**config.mk**
```make
export PLATFORM = sky130hd
export DESIGN_NAME = sflag_ctrl
export DESIGN_NICKNAME = d
export VERILOG_FILES = /design/src/rtl/sflag_pkg.sv /design/src/rtl/sflag_cmd_decode.sv /design/src/rtl/sflag_evt_gate.sv /design/src/rtl/sflag_bank.sv /design/src/rtl/sflag_status_pack.sv /design/src/rtl/sflag_ctrl.sv
export SDC_FILE = /design/constraint.sdc
export NUM_CORES = 1
export LEC_CHECK = 0
export ABC_AREA = 1
export CAP_MARGIN = 10
export CORE_AREA = 2 2 45 47
export DETAILED_ROUTE_END_ITERATION = 8
export DIE_AREA = 0 0 47 49
export GPL_ROUTABILITY_DRIVEN = 0
export HOLD_SLACK_MARGIN = 0.15
export PLACE_DENSITY = 0.81
export SYNTH_ARGS = -nofsm -noshare
export SYNTH_HDL_FRONTEND = slang
export SYNTH_SLANG_ARGS = --single-unit
export TNS_END_PERCENT = 30
```
**constraint.sdc**
```tcl
create_clock -name clk -period 1.43 [get_ports clk]
set_input_delay 0.143 -clock clk [delete_from_list [all_inputs] [get_ports clk]]
set_output_delay 0.143 -clock clk [all_outputs]
set_load 0.03 [all_outputs]
```
**src/rtl/sflag_pkg.sv**
```systemverilog
package sflag_pkg;

    localparam int NUM_FLAGS = 8;
    localparam int NUM_ERR   = 6;
    localparam int ERR_BASE  = 2;
    localparam int BUSY_POS  = 13;

    localparam int FL_RUN   = 0;
    localparam int FL_HOST  = 1;
    localparam int FL_MODE  = 2;
    localparam int FL_TXOVF = 3;
    localparam int FL_RXOVF = 4;
    localparam int FL_ABORT = 5;
    localparam int FL_TXUND = 6;
    localparam int FL_RXUND = 7;

    typedef logic [NUM_FLAGS-1:0] flag_vec_t;

    typedef struct packed {
        flag_vec_t flags;
    } flag_state_t;

    function automatic int stat_bit(input int f);
        case (f)
            FL_RUN:   return 0;
            FL_HOST:  return 1;
            FL_MODE:  return 7;
            FL_TXOVF: return 8;
            FL_RXOVF: return 9;
            FL_ABORT: return 10;
            FL_TXUND: return 11;
            default:  return 12;
        endcase
    endfunction

    function automatic int set_bit(input int f);
        case (f)
            FL_RUN:   return 1;
            FL_HOST:  return 3;
            FL_MODE:  return 7;
            FL_TXOVF: return 12;
            FL_RXOVF: return 13;
            FL_ABORT: return 14;
            FL_TXUND: return 15;
            default:  return 5;
        endcase
    endfunction

    function automatic int clr_bit(input int f);
        case (f)
            FL_RUN:   return 0;
            FL_HOST:  return 2;
            FL_MODE:  return 6;
            FL_TXOVF: return 8;
            FL_RXOVF: return 9;
            FL_ABORT: return 10;
            FL_TXUND: return 11;
            default:  return 4;
        endcase
    endfunction

    // capture-enable position in the control word, -1 for an ungated flag
    function automatic int gate_bit(input int f);
        case (f)
            FL_TXOVF: return 8;
            FL_RXOVF: return 9;
            FL_ABORT: return 10;
            FL_TXUND: return 11;
            FL_RXUND: return 12;
            default:  return -1;
        endcase
    endfunction

endpackage

```
**src/rtl/sflag_cmd_decode.sv**
```systemverilog
module sflag_cmd_decode
    import sflag_pkg::*;
#(
    parameter int CMD_W = 16
) (
    input  logic             cmd_we,
    input  logic [CMD_W-1:0] cmd_word,
    output flag_vec_t        set_vec,
    output flag_vec_t        clr_vec
);

    logic unused_cmd;
    assign unused_cmd = ^cmd_word;

    for (genvar f = 0; f < NUM_FLAGS; f++) begin : g_flag
        localparam int SB = set_bit(f);
        localparam int CB = clr_bit(f);
        assign set_vec[f] = cmd_we & cmd_word[SB];
        assign clr_vec[f] = cmd_we & cmd_word[CB];
    end

endmodule

```
**src/rtl/sflag_evt_gate.sv**
```systemverilog
module sflag_evt_gate
    import sflag_pkg::*;
#(
    parameter int CTRL_W = 16
) (
    input  logic [CTRL_W-1:0]  ctrl_word,
    input  logic [NUM_ERR-1:0] hw_evt,
    output flag_vec_t          hw_set
);

    logic unused_ctrl;
    assign unused_ctrl = ^ctrl_word;

    assign hw_set[FL_RUN]  = 1'b0;
    assign hw_set[FL_HOST] = 1'b0;

    for (genvar e = 0; e < NUM_ERR; e++) begin : g_err
        localparam int FL = e + ERR_BASE;
        localparam int GB = gate_bit(FL);
        if (GB < 0) begin : g_open
            assign hw_set[FL] = hw_evt[e];
        end else begin : g_gated
            assign hw_set[FL] = hw_evt[e] & ctrl_word[GB];
        end
    end

endmodule

```
**src/rtl/sflag_bank.sv**
```systemverilog
module sflag_bank
    import sflag_pkg::*;
(
    input  logic      clk,
    input  logic      rst_n,
    input  flag_vec_t set_vec,
    input  flag_vec_t clr_vec,
    input  flag_vec_t hw_set,
    output flag_vec_t flags_q
);

    flag_state_t st_d, st_q;

    // clear first, then set strobes and events override it
    always_comb begin
        st_d       = st_q;
        st_d.flags = (st_q.flags & ~clr_vec) | set_vec | hw_set;
    end

    always_ff @(posedge clk or negedge rst_n) begin
        if (!rst_n) begin
            st_q <= '0;
        end else begin
            st_q <= st_d;
        end
    end

    assign flags_q = st_q.flags;

endmodule

```
**src/rtl/sflag_status_pack.sv**
```systemverilog
module sflag_status_pack
    import sflag_pkg::*;
#(
    parameter int STAT_W = 16
) (
    input  flag_vec_t         flags,
    input  logic              busy_in,
    output logic [STAT_W-1:0] status_word,
    output logic              err_irq,
    output logic              cfg_mode
);

    logic [STAT_W-1:0] placed [NUM_FLAGS];

    for (genvar f = 0; f < NUM_FLAGS; f++) begin : g_place
        localparam int SP = stat_bit(f);
        always_comb begin
            placed[f]     = '0;
            placed[f][SP] = flags[f];
        end
    end

    always_comb begin
        status_word = '0;
        for (int f = 0; f < NUM_FLAGS; f++) begin
            status_word = status_word | placed[f];
        end
        status_word[BUSY_POS] = busy_in;
    end

    assign err_irq  = |flags[NUM_FLAGS-1:ERR_BASE];
    assign cfg_mode = ~flags[FL_RUN];

endmodule

```
**src/rtl/sflag_ctrl.sv**
```systemverilog
module sflag_ctrl
    import sflag_pkg::*;
#(
    parameter int CMD_W  = 16,
    parameter int CTRL_W = 16,
    parameter int STAT_W = 16
) (
    input  logic               clk,
    input  logic               rst_n,
    input  logic               cmd_we,
    input  logic [CMD_W-1:0]   cmd_word,
    input  logic [CTRL_W-1:0]  ctrl_word,
    input  logic [NUM_ERR-1:0] hw_evt,
    input  logic               busy_in,
    output logic [STAT_W-1:0]  status_word,
    output logic               err_irq,
    output logic               cfg_mode
);

    flag_vec_t set_vec, clr_vec, hw_set, flags_q;

    sflag_cmd_decode #(.CMD_W(CMD_W)) u_dec (
        .cmd_we   (cmd_we),
        .cmd_word (cmd_word),
        .set_vec  (set_vec),
        .clr_vec  (clr_vec)
    );

    sflag_evt_gate #(.CTRL_W(CTRL_W)) u_gate (
        .ctrl_word (ctrl_word),
        .hw_evt    (hw_evt),
        .hw_set    (hw_set)
    );

    sflag_bank u_bank (
        .clk     (clk),
        .rst_n   (rst_n),
        .set_vec (set_vec),
        .clr_vec (clr_vec),
        .hw_set  (hw_set),
        .flags_q (flags_q)
    );

    sflag_status_pack #(.STAT_W(STAT_W)) u_pack (
        .flags       (flags_q),
        .busy_in     (busy_in),
        .status_word (status_word),
        .err_irq     (err_irq),
        .cfg_mode    (cfg_mode)
    );

endmodule

```
==> results.md <==
- Clock sink total: 8
- Yosys top cell by area: dfrtp_1
- Max FFs per register: 8
- Most used flip-flop cell after synthesis: dfrtp_1
- Initial Util: roughly a quarter
- Hold Vio Cnt, Final: 0
- Final hold slack: 169.9 ps
- DRT Pass-1 Iters: 2
- Min Tclk post-route: 1211 ps
- Via count: 488
- Post-synthesis average cell area: between 7 and 8 sq um
- CP max FO: 3
- Final period util: 84.65%
- IO Count: 60
- Non-Filler Instances: 127
- Min-Delay Path Class: in -> async
- Seq/Total Area, Yosys: 43.84%
- Final HPWL DP: 1027 um
- TritonCTS buffer count: 3
- Post-layout worst setup margin: 219.5 ps
- ANT nets after route: 0
- Synth Instances: 61
- Mapped cell area: 456.7 sq um
- Core ar.: 1842 sq um
- Die X: 47 um
- Drc violations: 0
- NumNets Final: 144
- GRT overflow: 0
- First-pass GRT wire length: between 1500 and 2000 um
- Area share of the leading cell type in the synthesized netlist: 43.84%
- Crit path required time: 1290 ps
- Synth cell types: 9
- Critical Path Start Type: flip-flop
- Maxcap violations: 0
- Root Driver: clkbuf_4
- Worst IR Drop VDD: about 480 uV
- Clock slew at reported path FFs: 60 ps
- H-tree depth: 1
- Worst skew pair latency: about 240 ps
- Ys Warns: 0
- Setup violators final: 0
- Number of antenna diodes: 0
- Worst Reg2Reg Path Length in Cells: 2
- Quantity of hold-fixing buffers added after cts: 0
- P&R area growth vs syn: 86.30%
- Number of synthesized flops with an enable pin: 0
- Buffers added on ports: 39
- Initial antenna violation count: 0
- Number of placed instances, taps included: 124
- Die H: 49 um
- Max-slew violations: 0
- Largest net degree at the start of global routing: 17
- Num rows: 16
- Synth area leaders: dfrtp_1 (44%), nand2_1 (25%), buf_4 (13%)
- Layout cells sized above 1: 6.000%
- RSZ-0062 raised after global routing: no
- Layout filler cell count: ~190
- Synth top cells by count: nand2_1 (31), buf_4 (8), dfrtp_1 (8), nand3_1 (6), nor2_1 (3)
- Post-CTS Setup Bufs: 0
- Setup TNS: 0 ps
- DIE AREA: 2303 sq um
- Total Wirelength: roughly 1200 um
- Worst Skew: 0 ps
- Final Core Density: 46.20%
- Global Route Usage Sum: 11.17%
- CTS tree: yes
- Vias in the first global route: 441
- Power density cells: 798.6 nW/um^2
- Outcome: complete, no violations
- Deepest clock path buffer count: 2
- 1st-iter DRT viols: 4
- Crit Path Class: reg -> out
- Most common cell in the synthesized netlist: nand2_1
- Async set or reset register ratio after synthesis: 100.0%
- Critical path arrival: 1070 ps
- Post-synthesis register bit count: 8
- Lkg Pwr: 0.3986 nW
- Max Clk Rate: 0.8261 GHz
- Routed length per instance: 9.283 um
- Dpl ws: 94.95 ps
- DR vias/cell: 3.843
- Setup crit end kind: output pin
critical path, cell delays in order, from the launching register on:
cell           delay [ps]
dfrtp_1               390
inv_1                  50
dlygate4sd2_1         380
power by group:
part           internal, mW  total, mW  switching [mW]
Sequential            0.248      0.263          0.0143
Combinational         0.117      0.244           0.127
Clock                0.0961      0.173          0.0766
area by class of cell:
type / count / area [sq um] / share of cell area (%)
multi-input cells: 48 / 192.7 / 22.65
well taps: 27 / 33.78 / 3.971
repair buffers: 40 / 397.9 / 46.76
flip-flops and latches: 8 / 200.2 / 23.53
inverters: 1 / 3.754 / 0.4412
clock buffers: 3 / 22.52 / 2.647
metal layers:
layer / global-route usage (%) / vias up / share of wire (%)
li1: - / 250 / -
met1: 9.361 / 213 / 32
met2: 21.00 / 25 / 58
met3: 3.704 / 0 / 10
met4: 6.019 / 0 / 0
met5: 0 / - / 0
metrics by stage:
step | cell area [sq um] | total power [mW]
after floorplan | 479.2 | 0.4059
after global routing | 850.8 | 0.7269
final | 850.8 | 0.6795
after detailed placement | 840.8 | 0.5311
after global placement | 840.8 | 0.5268
after CTS | 852.1 | 0.6937
timing repair:
item / 4_1_cts / 5_1_grt
gates resized for setup: 9 / 3
setup endpoints to repair: 9 / 2
gates cloned: 0 / 0
placed cells by master (no fill, tap or decap):
| master | count |
|---|---|
| nor2_1 | 3 |
| clkbuf_2 | 1 |
| dlygate4sd2_1 | 8 |
| conb_1 | 7 |
| dfrtp_1 | 8 |
| clkdlybuf4s50_1 | 29 |
| dlymetal6s2s_1 | 1 |
| a21oi_2 | 1 |
| nand3_1 | 6 |
| buf_12 | 1 |
| inv_1 | 1 |
| clkbuf_4 | 3 |
| nand2_1 | 31 |
cells by family (layout without fill, tap and decap cells):
family / after synthesis / after routing / synth area share (%)
flops: 8 / 8 / 43.84
buf+inv: 11 / 44 / 18.90
simple gates: 40 / 40 / 34.52
compound gates: 1 / 1 / 1.918
other cells: 1 / 7 / 0.8211
path summary, 6_finish.rpt:
kind,start,endpoint,slack [ps]
setup / recovery,u_bank.flags_q[0],cfg_mode,220
hold / removal,rst_n,u_bank.flags_q[2],170
setup reg to reg,u_bank.flags_q[7],u_bank.flags_q[7],790
hold reg to reg,u_bank.flags_q[1],u_bank.flags_q[1],470
max in group asynchronous,rst_n,u_bank.flags_q[1],990
min in group clk,busy_in,status_word[13],290
No activity file was read; power rests on OpenSTA's default activity.
